--- src/rtl/ddrc_pkg.sv ---
`timescale 1ns/1ps
package ddrc_pkg;
    // {cs_n, ras_n, cas_n, we_n}
    typedef enum logic [3:0] {
        CMD_MRS = 4'b0000,
        CMD_REF = 4'b0001,
        CMD_PRE = 4'b0010,
        CMD_ACT = 4'b0011,
        CMD_WR  = 4'b0100,
        CMD_RD  = 4'b0101,
        CMD_NOP = 4'b0111
    } ddr_cmd_e;

    localparam logic [2:0] OP_READ    = 3'd0;
    localparam logic [2:0] OP_WRITE   = 3'd1;
    localparam logic [2:0] OP_REFRESH = 3'd2;
    localparam logic [2:0] OP_MODE    = 3'd3;
    localparam logic [2:0] OP_PDOWN   = 3'd4;
endpackage

--- src/rtl/ddrc_bank_timer.sv ---
`timescale 1ns/1ps
module ddrc_bank_timer #(
    parameter int ROW_W = 13,
    parameter int T_RCD = 3,
    parameter int T_RAS = 6,
    parameter int T_RC  = 9,
    parameter int T_RP  = 3,
    parameter int T_RTP = 2,
    parameter int T_WTP = 5
) (
    input  logic             clk,
    input  logic             rst_n,
    input  logic             act_i,
    input  logic             rd_i,
    input  logic             wr_i,
    input  logic             pre_i,
    input  logic [ROW_W-1:0] row_i,
    output logic             open_o,
    output logic [ROW_W-1:0] row_o,
    output logic             rw_ok_o,
    output logic             pre_ok_o,
    output logic             act_ok_o
);
    localparam int CW = $clog2(T_RC + T_RAS + T_WTP + T_RP + 2);
    localparam logic [CW-1:0] L_RCD = CW'(T_RCD - 1);
    localparam logic [CW-1:0] L_RAS = CW'(T_RAS - 1);
    localparam logic [CW-1:0] L_RC  = CW'(T_RC - 1);
    localparam logic [CW-1:0] L_RP  = CW'(T_RP - 1);
    localparam logic [CW-1:0] L_RTP = CW'(T_RTP - 1);
    localparam logic [CW-1:0] L_WTP = CW'(T_WTP - 1);

    typedef struct packed {
        logic             open;
        logic [ROW_W-1:0] row;
        logic [CW-1:0]    to_rw;   // cycles until column command allowed
        logic [CW-1:0]    to_pre;  // cycles until precharge allowed
        logic [CW-1:0]    to_act;  // cycles until activate allowed
    } bank_t;

    bank_t s_d, s_q;

    function automatic logic [CW-1:0] dec(input logic [CW-1:0] c);
        return (c != '0) ? c - 1'b1 : '0;
    endfunction

    function automatic logic [CW-1:0] bump(input logic [CW-1:0] c, input logic [CW-1:0] lim);
        return (c > lim) ? c : lim;
    endfunction

    always_comb begin
        s_d        = s_q;
        s_d.to_rw  = dec(s_q.to_rw);
        s_d.to_pre = dec(s_q.to_pre);
        s_d.to_act = dec(s_q.to_act);
        if (act_i) begin
            s_d.open   = 1'b1;
            s_d.row    = row_i;
            s_d.to_rw  = bump(s_d.to_rw, L_RCD);
            s_d.to_pre = bump(s_d.to_pre, L_RAS);
            s_d.to_act = bump(s_d.to_act, L_RC);
        end
        if (rd_i) s_d.to_pre = bump(s_d.to_pre, L_RTP);
        if (wr_i) s_d.to_pre = bump(s_d.to_pre, L_WTP);
        if (pre_i) begin
            s_d.open   = 1'b0;
            s_d.to_act = bump(s_d.to_act, L_RP);
        end
    end

    always_ff @(posedge clk or negedge rst_n) begin
        if (!rst_n) s_q <= '0;
        else        s_q <= s_d;
    end

    assign open_o   = s_q.open;
    assign row_o    = s_q.row;
    assign rw_ok_o  = (s_q.to_rw == '0);
    assign pre_ok_o = (s_q.to_pre == '0);
    assign act_ok_o = (s_q.to_act == '0);
endmodule

--- src/rtl/ddrc_refresh_tick.sv ---
`timescale 1ns/1ps
module ddrc_refresh_tick #(
    parameter int T_REFI   = 1040,
    parameter int MAX_OWED = 8
) (
    input  logic clk,
    input  logic rst_n,
    input  logic served_i,
    output logic owed_o
);
    localparam int TW = $clog2(T_REFI);
    localparam int OW = $clog2(MAX_OWED + 1);

    typedef struct packed {
        logic [TW-1:0] tmr;
        logic [OW-1:0] owed;
    } tick_t;

    tick_t s_d, s_q;
    logic  wrap, inc, take;

    always_comb begin
        s_d     = s_q;
        wrap    = (s_q.tmr == TW'(T_REFI - 1));
        s_d.tmr = wrap ? '0 : s_q.tmr + 1'b1;
        inc     = wrap && (s_q.owed != OW'(MAX_OWED));
        take    = served_i && (s_q.owed != '0);
        if (inc && !take)      s_d.owed = s_q.owed + 1'b1;
        else if (!inc && take) s_d.owed = s_q.owed - 1'b1;
    end

    always_ff @(posedge clk or negedge rst_n) begin
        if (!rst_n) s_q <= '0;
        else        s_q <= s_d;
    end

    assign owed_o = (s_q.owed != '0);
endmodule

--- src/rtl/ddrc_cmd_sched.sv ---
`timescale 1ns/1ps
module ddrc_cmd_sched
    import ddrc_pkg::*;
#(
    parameter int BANKS     = 4,
    parameter int ROW_W     = 13,
    parameter int COL_W     = 10,
    parameter int BURST_LEN = 4,
    parameter int T_RCD     = 3,
    parameter int T_RP      = 3,
    parameter int T_RAS     = 6,
    parameter int T_RC      = 9,
    parameter int T_RRD     = 2,
    parameter int T_RFC     = 10,
    parameter int T_WR      = 2,
    parameter int T_MRD     = 2,
    parameter int T_REFI    = 1040,
    parameter int MAX_OWED  = 8
) (
    input  logic                     clk,
    input  logic                     rst_n,
    input  logic                     req_valid,
    output logic                     req_ready,
    input  logic [2:0]               req_op,
    input  logic [$clog2(BANKS)-1:0] req_bank,
    input  logic [ROW_W-1:0]         req_row,
    input  logic [COL_W-1:0]         req_col,
    output logic                     dram_cke,
    output logic                     dram_cs_n,
    output logic                     dram_ras_n,
    output logic                     dram_cas_n,
    output logic                     dram_we_n,
    output logic [$clog2(BANKS)-1:0] dram_ba,
    output logic [ROW_W-1:0]         dram_a
);
    localparam int BA_W   = $clog2(BANKS);
    localparam int T_RTP  = BURST_LEN / 2;
    localparam int T_WTP  = 1 + BURST_LEN / 2 + T_WR;
    localparam int GW     = $clog2(T_RFC + T_MRD + T_RRD + 1);
    localparam int AP_BIT = 10;

    typedef struct packed {
        ddr_cmd_e         cmd;
        logic             cke;
        logic [BA_W-1:0]  ba;
        logic [ROW_W-1:0] addr;
        logic             pd;
        logic [GW-1:0]    busy;
        logic [GW-1:0]    rrd;
    } sched_t;

    sched_t s_d, s_q;

    logic [BANKS-1:0]            act_v, rd_v, wr_v, pre_v;
    logic [BANKS-1:0]            open_w, rw_ok, pre_ok, act_ok;
    logic [BANKS-1:0][ROW_W-1:0] row_w;
    logic                        owed, served, need_idle, is_rw;

    for (genvar gb = 0; gb < BANKS; gb++) begin : g_bank
        ddrc_bank_timer #(
            .ROW_W(ROW_W), .T_RCD(T_RCD), .T_RAS(T_RAS), .T_RC(T_RC),
            .T_RP(T_RP), .T_RTP(T_RTP), .T_WTP(T_WTP)
        ) u_bank (
            .clk(clk), .rst_n(rst_n),
            .act_i(act_v[gb]), .rd_i(rd_v[gb]), .wr_i(wr_v[gb]), .pre_i(pre_v[gb]),
            .row_i(req_row),
            .open_o(open_w[gb]), .row_o(row_w[gb]),
            .rw_ok_o(rw_ok[gb]), .pre_ok_o(pre_ok[gb]), .act_ok_o(act_ok[gb])
        );
    end

    ddrc_refresh_tick #(.T_REFI(T_REFI), .MAX_OWED(MAX_OWED)) u_tick (
        .clk(clk), .rst_n(rst_n), .served_i(served), .owed_o(owed)
    );

    always_comb begin
        s_d       = s_q;
        s_d.cmd   = CMD_NOP;
        s_d.ba    = '0;
        s_d.addr  = '0;
        s_d.busy  = (s_q.busy != '0) ? s_q.busy - 1'b1 : '0;
        s_d.rrd   = (s_q.rrd != '0) ? s_q.rrd - 1'b1 : '0;
        act_v     = '0;
        rd_v      = '0;
        wr_v      = '0;
        pre_v     = '0;
        served    = 1'b0;
        req_ready = 1'b0;
        is_rw     = (req_op == OP_READ) || (req_op == OP_WRITE);
        need_idle = owed || (req_valid &&
                    (req_op == OP_REFRESH || req_op == OP_MODE || req_op == OP_PDOWN));

        if (s_q.pd) begin
            // leave power-down; the cycle with CKE raised carries NOP
            if (req_valid || owed) begin
                s_d.cke = 1'b1;
                s_d.pd  = 1'b0;
            end
        end else if (s_q.busy != '0) begin
            // refresh or mode-load recovery: NOP
        end else if (need_idle) begin
            if (|open_w) begin
                if (&pre_ok) begin
                    s_d.cmd          = CMD_PRE;
                    s_d.addr[AP_BIT] = 1'b1;
                    pre_v            = '1;
                end
            end else if (&act_ok) begin
                if (owed || req_op == OP_REFRESH) begin
                    s_d.cmd   = CMD_REF;
                    s_d.busy  = GW'(T_RFC - 1);
                    served    = owed;
                    req_ready = req_valid && (req_op == OP_REFRESH);
                end else if (req_op == OP_MODE) begin
                    s_d.cmd   = CMD_MRS;
                    s_d.ba    = req_bank;
                    s_d.addr  = req_row;
                    s_d.busy  = GW'(T_MRD - 1);
                    req_ready = 1'b1;
                end else begin
                    s_d.cke   = 1'b0;
                    s_d.pd    = 1'b1;
                    req_ready = 1'b1;
                end
            end
        end else if (req_valid) begin
            if (!is_rw) begin
                req_ready = 1'b1;
            end else if (open_w[req_bank]) begin
                if (row_w[req_bank] == req_row) begin
                    if (rw_ok[req_bank]) begin
                        s_d.cmd               = (req_op == OP_READ) ? CMD_RD : CMD_WR;
                        s_d.ba                = req_bank;
                        s_d.addr[COL_W-1:0]   = req_col;
                        rd_v[req_bank]        = (req_op == OP_READ);
                        wr_v[req_bank]        = (req_op == OP_WRITE);
                        req_ready             = 1'b1;
                    end
                end else if (pre_ok[req_bank]) begin
                    s_d.cmd         = CMD_PRE;
                    s_d.ba          = req_bank;
                    pre_v[req_bank] = 1'b1;
                end
            end else if (act_ok[req_bank] && s_q.rrd == '0) begin
                s_d.cmd         = CMD_ACT;
                s_d.ba          = req_bank;
                s_d.addr        = req_row;
                s_d.rrd         = GW'(T_RRD - 1);
                act_v[req_bank] = 1'b1;
            end
        end
    end

    always_ff @(posedge clk or negedge rst_n) begin
        if (!rst_n) begin
            s_q     <= '0;
            s_q.cmd <= CMD_NOP;
            s_q.cke <= 1'b1;
        end else begin
            s_q <= s_d;
        end
    end

    assign dram_cke   = s_q.cke;
    assign dram_cs_n  = s_q.cmd[3];
    assign dram_ras_n = s_q.cmd[2];
    assign dram_cas_n = s_q.cmd[1];
    assign dram_we_n  = s_q.cmd[0];
    assign dram_ba    = s_q.ba;
    assign dram_a     = s_q.addr;
endmodule

--- config.mk ---
export PLATFORM = sky130hd
export DESIGN_NAME = ddrc_cmd_sched
export DESIGN_NICKNAME = d
export VERILOG_FILES = /design/src/rtl/ddrc_pkg.sv /design/src/rtl/ddrc_bank_timer.sv /design/src/rtl/ddrc_refresh_tick.sv /design/src/rtl/ddrc_cmd_sched.sv
export SDC_FILE = /design/constraint.sdc
export NUM_CORES = 1
export LEC_CHECK = 0
export ABC_AREA = 1
export BUFFER_PORTS_ARGS = -buffer_cell sky130_fd_sc_hd__clkbuf_2
export CAP_MARGIN = 25
export CORE_UTILIZATION = 40
export CTS_CLUSTER_SIZE = 40
export DETAILED_ROUTE_END_ITERATION = 8
export HOLD_SLACK_MARGIN = 0.05
export MAX_ROUTING_LAYER = met4
export PLACE_DENSITY = 0.6
export SYNTH_ARGS = -nofsm -noshare
export SYNTH_HDL_FRONTEND = slang
export SYNTH_SLANG_ARGS = --single-unit
--- constraint.sdc ---
create_clock -name clk -period 4.4 [get_ports clk]
set_input_delay 0.44 -clock clk [delete_from_list [all_inputs] [get_ports clk]]
set_output_delay 0.44 -clock clk [all_outputs]
set_load 0.02 [all_outputs]
==> impl_metrics.csv, run 1 <==
group,metric,value,unit
synthesis,synth_edf_count,0,
drt,wl_met3,667,um
sta,setup_viol,0,
sta,tightest_slew,0.8322,ns
sta,max_freq,297.2,MHz
drt,drtAntennaViolNets,0,
setup_path,start_kind,"primary input",
synthesis,synth_nets,1293,
placement,dp_hpwl,16210,um
floorplan,num_rows,55,
setup_path,r2r-end,"u_tick.s_q[3]$_DFFE_PN0P_",
drt,postRouteWirelength,22240,um
grt,grt_use_total,20.16,%
floorplan,core_area,22640,sq um
setup_path,r2r_cells,17,
pwr,powerDensity,544.2,nW/um^2
clock_network,cts_setup_buffers,0,
clock_network,clkSinkCount,159,
synthesis,synth_warnings,0,
grt,antenna_found_initial,0,
setup_path,reg2reg_slack,1.38,ns
synthesis,synth.cell_area,9249,sq um
synthesis,syn_inst,1233,
placement,io_buffers,50,
sta,hold_viol,0,
synthesis,synth_cell_types,53,
cells_and_area,diodes,0,
drt,routed_via_density,4.916,
clock_network,cts_root_buffer,"clkbuf_16",
cells_and_area,fin_nets,1327,
drt,drtIter0Drc,466,
sta,post-route-period-util,76.47,%
clock_network,cts_resized,0,
drt,top_layer,"met4",
clock_network,cts-hold-fix-buffers,0,
sta,fin_crit,3.365,ns
sta,slew_headroom,44.32,%
drt,post-route-drc-count,0,
sta,slew_viol_final,0,
grt,first_global_vias,7254,
cells_and_area,layout-drive-gt1-share,11.17,%
min_path,hp-class,"primary input to register",
synthesis,ys_seq_area_share,43.07,%
grt,grt-ovfl-total,0,
setup_path,r2r_start,"g_bank[3].u_bank.s_q[0]$_DFF_PN0_",
clock_network,clock_latency,0.44,ns
floorplan,die_w,154.1,um
min_path,hold_depth,3,
drt,dr.pass1.iters,5,
placement,gp_congestion,0.8507,
floorplan,pin_count,52,
setup_path,required,3.96,ns
synthesis,ys_seq_elements,159,
cells_and_area,syn2layout_area_growth,11.13,%
min_path,min_to,"g_bank[0].u_bank.row_o[11]$_DFFE_PN0N_",
pwr,power.leakage,5.791,nW
drt,met2WireLength,10940,um
clock_network,clk_pin_slew,0.06,ns
setup_path,critPathMaxFanout,19,
clock_network,cts_tree,"built",
setup_path,end_kind,"output pin",
sta,worst_hold_slack,0.2878,ns
grt,grt_pass1_wl,36300,um
drt,via_count,7694,
clock_network,numCtsBuffers,17,
setup_path,cp.arrival,2.92,ns
floorplan,die_y,154.1,um
sta,finClkSkew,0.01235,ns
synthesis,synth_ff_type,"dfrtp_1",
drt,routedWlPerCell,14.21,um
pwr,peakVddDrop,0.2075,mV
setup_path,worstSetupPathType,"primary input to output pin",
sta,rsz0062_at_grt,"no",
min_path,holdCritStartpoint,"req_row[11]",
floorplan,initial_core_util,40.85,%
floorplan,dieArea,23730,sq um
clock_network,cts_buffer_depth,2,
drt,m1WireLength,10310,um
flow_run,cap_viol_max_count,0,
synthesis,async_flop_share,100.0,%
sta,setup_tns,0,ns
clock_network,htreeDepth,4,
outcome,status,"finished, final reports clean",
synthesis,avgSynthCellArea,7.501,sq um
grt,grt_max_degree,101,
[stage by stage]
step                power [mW]  setup WS, ns  instances  util, %  cell area (sq um)
finish                   5.594         1.035       1565    45.40              10280
detailed placement       4.022        0.9725       1531    42.51               9625
global route             6.049        0.7538       1565    45.40              10280
CTS                      5.625        0.9678       1563    45.23              10240
floorplan                3.559         1.879       1233        -               9249
global placement         3.967         1.033       1531    42.51               9625
[worst max path at each step]
stage | startpoint | end | slack [ns] | cells past startpoint
6_report | req_bank[1] | req_ready | 1.04 | 14
3_5_place_dp | req_bank[1] | req_ready | 0.97 | 14
2_1_floorplan | g_bank[0].u_bank.s_q[0]$_DFF_PN0_ | u_tick.s_q[3]$_DFFE_PN0P_ | 1.88 | 17
5_1_grt | req_bank[1] | req_ready | 0.75 | 14
4_1_cts | req_bank[1] | req_ready | 0.97 | 14
3_3_place_gp | req_bank[1] | req_ready | 1.03 | 14
[placed cells by master, fill, tap and decap left out, drive strengths merged, types with 3 or more instances in the layout]
master,n
a21oi,72
a31oi,4
buf,10
bufinv,3
clkbuf,68
clkinv,4
dfrtp,155
dfstp,4
ha,28
inv,227
mux2i,16
nand2,305
nand3,39
nand3b,4
nand4,31
nor2,153
nor3,31
nor4,6
o21ai,69
o22ai,4
or2,9
xor2,11
[metal layers]
layer	vias to the layer above	GRT usage, %
met5	-	-
met4	0	5.571
met3	28	3.805
met2	126	33.29
met1	3604	25.20
li1	3936	-
[flip-flops by register name, summed over array words and instances, names as in the netlist]
signal	flops
s_q	9
g_bank.u_bank.s_q	60
dram_we_n	1
dram_cas_n	1
dram_ras_n	1
g_bank.u_bank.open_o	4
g_bank.u_bank.row_o	52
u_tick.s_q	15
dram_ba	2
dram_a	13
dram_cke	1
[synth_stat cells, drive strengths merged, types with 4 or more instances]
library cell  number  area, sq um
a21oi             72        367.9
a31oi              4        25.02
buf               34        255.2
clkbuf            11        41.29
dfrtp            155         3879
dfstp              4        105.1
ha                28        350.3
inv              221        829.5
mux2i             16        160.2
nand2            305         1190
nand3             39        200.2
nand3b             4        30.03
nand4             31        193.9
nor2             153        634.4
nor3              31        192.7
nor4               6        37.54
o21ai             69        360.3
o22ai              4        25.02
or2                9        56.30
xor2              11        96.34
[cell type report]
type / instances / area, sq um
sequential: 159 / 3984
clock inverter: 13 / 172.7
clock buffer: 19 / 442.9
timing repair buffer: 60 / 354.1
inverter: 221 / 829.5
tap: 285 / 356.6
fill: 2241 / 12360
multi-input combinational: 808 / 4139
[critical path, stage by stage]
cell	delay, ns
clkbuf_2	0.43
inv_1	0.36
nand2_1	0.17
nand2_1	0.06
nand2_1	0.05
nand2_1	0.04
nor2_1	0.13
nand2_1	0.06
nor2_1	0.11
nand2_2	0.23
nor3_4	0.31
nor2_1	0.08
o32ai_1	0.19
clkbuf_2	0.24
[logic make-up (layout without fill, tap and decap cells)]
| family | after synthesis | in the layout | synth area share (%) |
|---|---|---|---|
| xor+xnor | 13 | 13 | 1.231 |
| other cells | 1 | 1 | 0.04055 |
| flops | 159 | 159 | 43.07 |
| buf+inv | 266 | 313 | 12.18 |
| mux | 16 | 16 | 1.732 |
| fa+ha+maj | 29 | 29 | 4.004 |
| compound gates | 167 | 167 | 10.02 |
| simple gates | 582 | 582 | 27.72 |
[where the power goes]
| group | switching [mW] | leakage (nW) | total (mW) | internal [mW] |
|---|---|---|---|---|
| clock network | 0.652 | 0.305 | 1.57 | 0.921 |
| registers | 0.196 | 2.02 | 1.99 | 1.79 |
| logic | 1.32 | 3.46 | 2.03 | 0.713 |
| total | 2.17 | 5.79 | 5.59 | 3.43 |
Note: power is estimated with default switching activity, not from simulation.
==> run 2: changes to the inputs <==
--- a/config.mk
+++ b/config.mk
@@ -13,7 +13,7 @@
 export DETAILED_ROUTE_END_ITERATION = 8
 export HOLD_SLACK_MARGIN = 0.05
 export MAX_ROUTING_LAYER = met4
-export PLACE_DENSITY = 0.6
+export PLACE_DENSITY = 0.62
 export SYNTH_ARGS = -nofsm -noshare
 export SYNTH_HDL_FRONTEND = slang
 export SYNTH_SLANG_ARGS = --single-unit
==> constraint.sdc (replaced) <==
create_clock -name clk -period 2.9 [get_ports clk]
set_input_delay 0.29 -clock clk [delete_from_list [all_inputs] [get_ports clk]]
set_output_delay 0.29 -clock clk [all_outputs]
set_load 0.02 [all_outputs]
==> run 2 against run 1 <==
Design area is 2.0% higher. Critical endpoint unchanged. Register-to-register slack worse by 1.2 ns. Largest power group unchanged. Power is 52% higher. Sequential share of layout area is 0.77 points lower. Clock skew hardly changed. Core utilization is 0.92 points higher. Sequential power is 51% higher. Die area stayed put. Routed wire length is 1.8% lower.
==> impl_metrics.csv, run 2 (synthesis gave the netlist of run 1 again) <==
group,metric,value,unit
clock_network,cts_tree,"built",
cells_and_area,syn2layout_area_growth,13.39,%
cells_and_area,final_common_cell,"nand2_1",
floorplan,die_w,154.1,um
setup_path,start_kind,"register",
setup_path,path_cells,"inv_1 > ha_1 > nand3_2 > nor2_4 > o22ai_1 > nor2_2 > inv_2 > nor3_4 > nor2_1 > o32ai_1 > buf_2",
grt,first_global_vias,7281,
sta,post-route-period-util,95.47,%
cells_and_area,layout_common_cells,"295 x nand2_1, 214 x inv_1, 155 x dfrtp_1",
pwr,power.leakage,5.898,nW
floorplan,die_y,154.1,um
flow_run,cap_viol_max_count,0,
sta,fin_crit,2.769,ns
sta,setup_tns,0,ns
floorplan,pin_count,52,
sta,setup_viol,0,
grt,met1_usage,25.71,%
setup_path,critPathMaxFanout,4,
grt,use_met2,31.06,%
sta,tightest_slew,0.5244,ns
setup_path,critPathMaxStageDelay,0.41,ns
cells_and_area,top_register,"g_bank.u_bank.s_q",
grt,grt_use_total,19.72,%
setup_path,crit_slowest_cell,"dfrtp_1",
placement,place_area,9826,sq um
min_path,min_to,"g_bank[2].u_bank.row_o[11]$_DFFE_PN0N_",
cells_and_area,fin_nets,1351,
floorplan,initial_core_util,40.85,%
cells_and_area,diodes,0,
drt,post-route-drc-count,0,
grt,grt_pass1_wl,35850,um
setup_path,reg2reg_slack,0.22,ns
clock_network,clock_latency,0.43,ns
pwr,powerDensity,808.4,nW/um^2
clock_network,htreeDepth,4,
setup_path,cp.arrival,2.48,ns
min_path,hold_depth,3,
drt,via_count,7705,
setup_path,required,2.61,ns
grt,antenna_found_initial,0,
placement,io_buffers,50,
placement,dp_hpwl,16270,um
drt,drtIter0Drc,447,
grt,grt_util_met3,2.480,%
outcome,status,"finished, final reports clean",
grt,grt-ovfl-total,0,
min_path,holdCritStartpoint,"req_row[11]",
drt,routed_via_density,4.849,
setup_path,r2r_start,"g_bank[1].u_bank.s_q[0]$_DFF_PN0_",
placement,pre_cts_slack,0.09689,ns
setup_path,r2r_cells,17,
floorplan,num_rows,55,
clock_network,cts_buffer_depth,2,
clock_network,cts_root_buffer,"clkbuf_16",
floorplan,dieArea,23730,sq um
sta,slew_headroom,65.04,%
drt,drtAntennaViolNets,0,
sta,postLayoutSetupSlackWorst,0.1313,ns
clock_network,clk_pin_slew,0.07,ns
sta,slew_viol_final,0,
placement,gp_congestion,0.8918,
floorplan,core_area,22640,sq um
cells_and_area,layout-drive-gt1-share,13.65,%
drt,routedWlPerCell,13.74,um
clock_network,numCtsBuffers,17,
cells_and_area,postLayoutCellArea,10490,sq um
sta,max_freq,361.2,MHz
drt,postRouteWirelength,21840,um
setup_path,end_kind,"output pin",
pwr,peakVddDrop,0.3683,mV
setup_path,r2r-end,"u_tick.s_q[3]$_DFFE_PN0P_",
grt,grt_max_degree,56,
sta,finClkSkew,0.01188,ns
grt,top_usage_layer,"met2",
clock_network,clkSinkCount,159,
min_path,hp-class,"primary input to register",
drt,dr.pass1.iters,5,
cells_and_area,largest_register_ffs,60,
setup_path,worstSetupPathType,"register to output pin",
sta,hold_viol,0,
run 2: metal layers:
| layer | share of wire [%] | routed length, um |
|---|---|---|
| met2 | 46 | 10120 |
| met1 | 49 | 10670 |
| met3 | 2.3 | 511 |
| met4 | 2.5 | 541 |
| met5 | 0 | 0 |
run 2: worst max path at each step:
| stage | start | to | slack, ns | cells after the start |
|---|---|---|---|---|
| global route | g_bank[1].u_bank.s_q[0]$_DFF_PN0_ | u_tick.s_q[3]$_DFFE_PN0P_ | -0.02 | 17 |
| global placement | g_bank[0].u_bank.s_q[0]$_DFF_PN0_ | u_tick.s_q[3]$_DFFE_PN0P_ | 0.16 | 17 |
| finish | g_bank[1].u_bank.s_q[10]$_DFF_PN0_ | req_ready | 0.13 | 11 |
| CTS | g_bank[0].u_bank.s_q[10]$_DFF_PN0_ | req_ready | 0.004 | 11 |
| detailed placement | g_bank[1].u_bank.s_q[0]$_DFF_PN0_ | u_tick.s_q[3]$_DFFE_PN0P_ | 0.1 | 17 |
| floorplan | g_bank[0].u_bank.s_q[0]$_DFF_PN0_ | u_tick.s_q[3]$_DFFE_PN0P_ | 0.38 | 17 |
run 2: where the power goes:
| group | switching [mW] | internal [mW] |
|---|---|---|
| Sequential | 0.291 | 2.72 |
| Clock | 0.983 | 1.33 |
| Combinational | 2.02 | 1.13 |
| Total | 3.30 | 5.18 |
run 2: critical path: cells and delay by family (launching register included):
kind | cells | cell delay [ns]
simple gates | 5 | 0.70
compound gates | 2 | 0.28
flops | 1 | 0.41
fa+ha+maj | 1 | 0.21
buf+inv | 3 | 0.43
run 2: per-stage QoR:
stage          hold WS, ns  utilization (%)  power (mW)  instances
6_report            0.1083            46.32       8.478       1589
5_1_grt             0.1378            46.32       9.146       1589
4_1_cts            0.09201            46.15       8.520       1589
3_5_place_dp        0.2711            43.40       6.152       1556
3_3_place_gp        0.2788            43.40       6.073       1556
2_1_floorplan    -0.005591                -       5.399       1233
run 2: layout make-up:
class                           count  area [sq um]
Sequential cell                   159          3984
Inverter                          221         829.5
Tap cell                          285         356.6
Multi-Input combinational cell    808          4184
Fill cell                        2238         12150
Clock buffer                       19         452.9
Clock inverter                     13         153.9
Timing Repair Buffer               84         526.8
run 2: repair_timing:
action                     CTS  global route
setup endpoints to repair    1             2
pin swaps                    0             1
hold endpoints to repair    48             0
setup buffers                0             0
resized for setup            2            12
cloned                       0             0
hold buffers                 1             0
==> run 3: changes to the inputs <==
--- a/config.mk
+++ b/config.mk
@@ -8,12 +8,12 @@
 export ABC_AREA = 1
 export BUFFER_PORTS_ARGS = -buffer_cell sky130_fd_sc_hd__clkbuf_2
 export CAP_MARGIN = 25
-export CORE_UTILIZATION = 40
+export CORE_UTILIZATION = 35
 export CTS_CLUSTER_SIZE = 40
 export DETAILED_ROUTE_END_ITERATION = 8
 export HOLD_SLACK_MARGIN = 0.05
 export MAX_ROUTING_LAYER = met4
-export PLACE_DENSITY = 0.62
+export PLACE_DENSITY = 0.56
 export SYNTH_ARGS = -nofsm -noshare
 export SYNTH_HDL_FRONTEND = slang
 export SYNTH_SLANG_ARGS = --single-unit
==> run 3 against run 2 <==
Clock-buffer cell count down 2. Fmax up 0.80%. Highest routed layer unchanged. Worst setup slack improved by 0.022 ns. Cell count grew 2.6%. Via count increased by 1.3%. Critical path depth unchanged. Sequential cell count unchanged. Hold slack improved by 0.025 ns. Core utilization is 6.0 points lower. Power grew 0.35%. Die area increased by 14%.
==> impl_metrics.csv, run 3 (synthesis gave the netlist of run 1 again) <==
group,metric,value,unit
cells_and_area,largest_register_ffs,60,
cells_and_area,fin_nets,1342,
floorplan,die_w,164.6,um
cells_and_area,final_common_cell,"nand2_1",
drt,post-route-drc-count,0,
pwr,power_frac_seq,35.4,%
cells_and_area,diodes,0,
placement,place_area,9813,sq um
setup_path,critPathMaxStageDelay,0.40,ns
floorplan,initial_core_util,35.59,%
clock_network,clock_latency,0.45,ns
sta,fin_crit,2.747,ns
grt,first_global_vias,7578,
drt,postRouteWirelength,22670,um
pwr,comb_power_share,37.1,%
placement,pre_cts_slack,0.1037,ns
pwr,powerDensity,811.5,nW/um^2
placement,gp_congestion,0.9084,
cells_and_area,multi_input_area,4182,sq um
setup_path,crit_slowest_cell,"dfrtp_1",
pwr,switchingPower,3.419,mW
grt,grt_use_total,18.33,%
sta,max_freq,364.1,MHz
drt,drtIter0Drc,489,
pwr,peakVddDrop,0.3759,mV
sta,slew_viol_final,0,
pwr,pwr-share-clk,27.5,%
outcome,status,"finished, final reports clean",
flow_run,cap_viol_max_count,0,
setup_path,required,2.61,ns
grt,antenna_found_initial,0,
sta,postLayoutSetupSlackWorst,0.1532,ns
floorplan,die_y,164.6,um
sta,setup_viol,0,
pwr,switching_share,40.18,%
clock_network,cts_root_buffer,"clkbuf_16",
setup_path,worstSetupPathType,"register to output pin",
clock_network,clk_pin_slew,0.07,ns
sta,worst_hold_slack,0.1328,ns
drt,routedWlPerCell,13.91,um
grt,grt_max_degree,64,
sta,hold_viol,0,
drt,dr.pass1.iters,4,
pwr,power.leakage,5.859,nW
placement,dp_hpwl,16560,um
sta,slew_headroom,59.04,%
clock_network,numCtsBuffers,17,
floorplan,pin_count,52,
cells_and_area,register_area,3984,sq um
setup_path,cp.arrival,2.46,ns
sta,post-route-period-util,94.72,%
setup_path,crit_top_cell,"nor2_1",
cells_and_area,layout_common_cells,"295 x nand2_1, 214 x inv_1, 155 x dfrtp_1",
drt,via_count,7803,
sta,setup_tns,0,ns
setup_path,start_kind,"register",
setup_path,path_cells,"inv_1 > ha_1 > nand3_2 > nor2_4 > o22ai_1 > nor2_1 > inv_2 > nor3_4 > nor2_1 > o32ai_2 > buf_4",
cells_and_area,layout-drive-gt1-share,12.97,%
cells_and_area,fill_cells,2732,
clock_network,clkSinkCount,159,
grt,grt-ovfl-total,0,
setup_path,critPathMaxFanout,4,
grt,grt_pass1_wl,37630,um
floorplan,dieArea,27080,sq um
clock_network,cts_tree,"built",
clock_network,cts_buffer_depth,2,
cells_and_area,top_register,"g_bank.u_bank.s_q",
drt,drtAntennaViolNets,0,
cells_and_area,syn2layout_area_growth,13.37,%
cells_and_area,postLayoutCellArea,10490,sq um
floorplan,core_area,25980,sq um
floorplan,num_rows,59,
sta,finClkSkew,0.01812,ns
clock_network,htreeDepth,4,
placement,io_buffers,50,
pwr,finalPower,8.508,mW
setup_path,end_kind,"output pin",
drt,routed_via_density,4.787,
pwr,p_int,5.089,mW
min_path,hp-class,"primary input to register",
sta,tightest_slew,0.6145,ns
==> run 3: changes by cell type in the layout (fill, tap and decap cells not counted), moves of 2 or more <==
cell,before,now
clkinv_4,5,1
clkinv_8,0,3
clkbuf_8,2,0
buf_4,32,24
nor2_1,135,138
nor2_2,9,7
inv_8,1,5
==> run 3: power by group through the flow <==
stage | sequential [mW] | combinational [mW] | clock [mW]
floorplan | 2.99 | 2.41 | 0
global placement | 3.05 | 3.05 | 0
detailed placement | 3.05 | 3.09 | 0
CTS | 3.01 | 3.13 | 2.40
global route | 3.08 | 3.69 | 2.48
finish | 3.01 | 3.16 | 2.34
==> run 3: critical path: cells and delay by family (launching register included) <==
kind	cells	cell delay, ns
and+or+nand+nor	5	0.78
DFF	1	0.40
buffers and inverters	3	0.40
AOI/OAI and AO/OA	2	0.23
adders and majority gates	1	0.21
==> run 3: final timing paths <==
path,from,depth (start not counted),slack (ns),to
min in group asynchronous,rst_n,2,0.44,g_bank[1].u_bank.s_q[2]$_DFF_PN0_
worst max register to register,g_bank[0].u_bank.s_q[0]$_DFF_PN0_,17,0.20,u_tick.s_q[3]$_DFFE_PN0P_
max in group asynchronous,rst_n,3,1.68,g_bank[3].u_bank.s_q[13]$_DFF_PN0_
worst max-delay path,g_bank[1].u_bank.s_q[10]$_DFF_PN0_,11,0.15,req_ready
worst min-delay path,req_row[11],3,0.13,g_bank[0].u_bank.row_o[11]$_DFFE_PN0N_
worst min register to register,u_tick.s_q[4]$_DFF_PN0_,1,0.47,u_tick.s_q[4]$_DFF_PN0_
==> run 3: layout make-up <==
cell class | instances | area share (%)
multi-input combinational | 808 | 39.88
timing repair buffer | 75 | 4.403
tap | 335 | 3.998
sequential | 159 | 38.00
clock inverter | 15 | 1.754
clock buffer | 17 | 4.057
inverter | 221 | 7.912
==> run 3: metal layers <==
layer  GRT usage (%)  wire length [um]
met2           28.50             10730
met1           24.14             10680
met4           6.422               424
met3           2.963               836
met5               -                 0
==> run 3: metrics by stage <==
step | utilization (%) | std cells
3_3_place_gp | 37.76 | 1596
2_1_floorplan | - | 1233
4_1_cts | 40.23 | 1629
6_report | 40.35 | 1630
3_5_place_dp | 37.76 | 1596
5_1_grt | 40.35 | 1630
==> run 3: what timing repair did <==
item                       in CTS  in global routing
pin swaps                       0                  1
resized for setup               5                  8
hold endpoints to repair       56                  0
hold buffers                    1                  0
buffers inserted                0                  1
setup endpoints to repair       1                  2
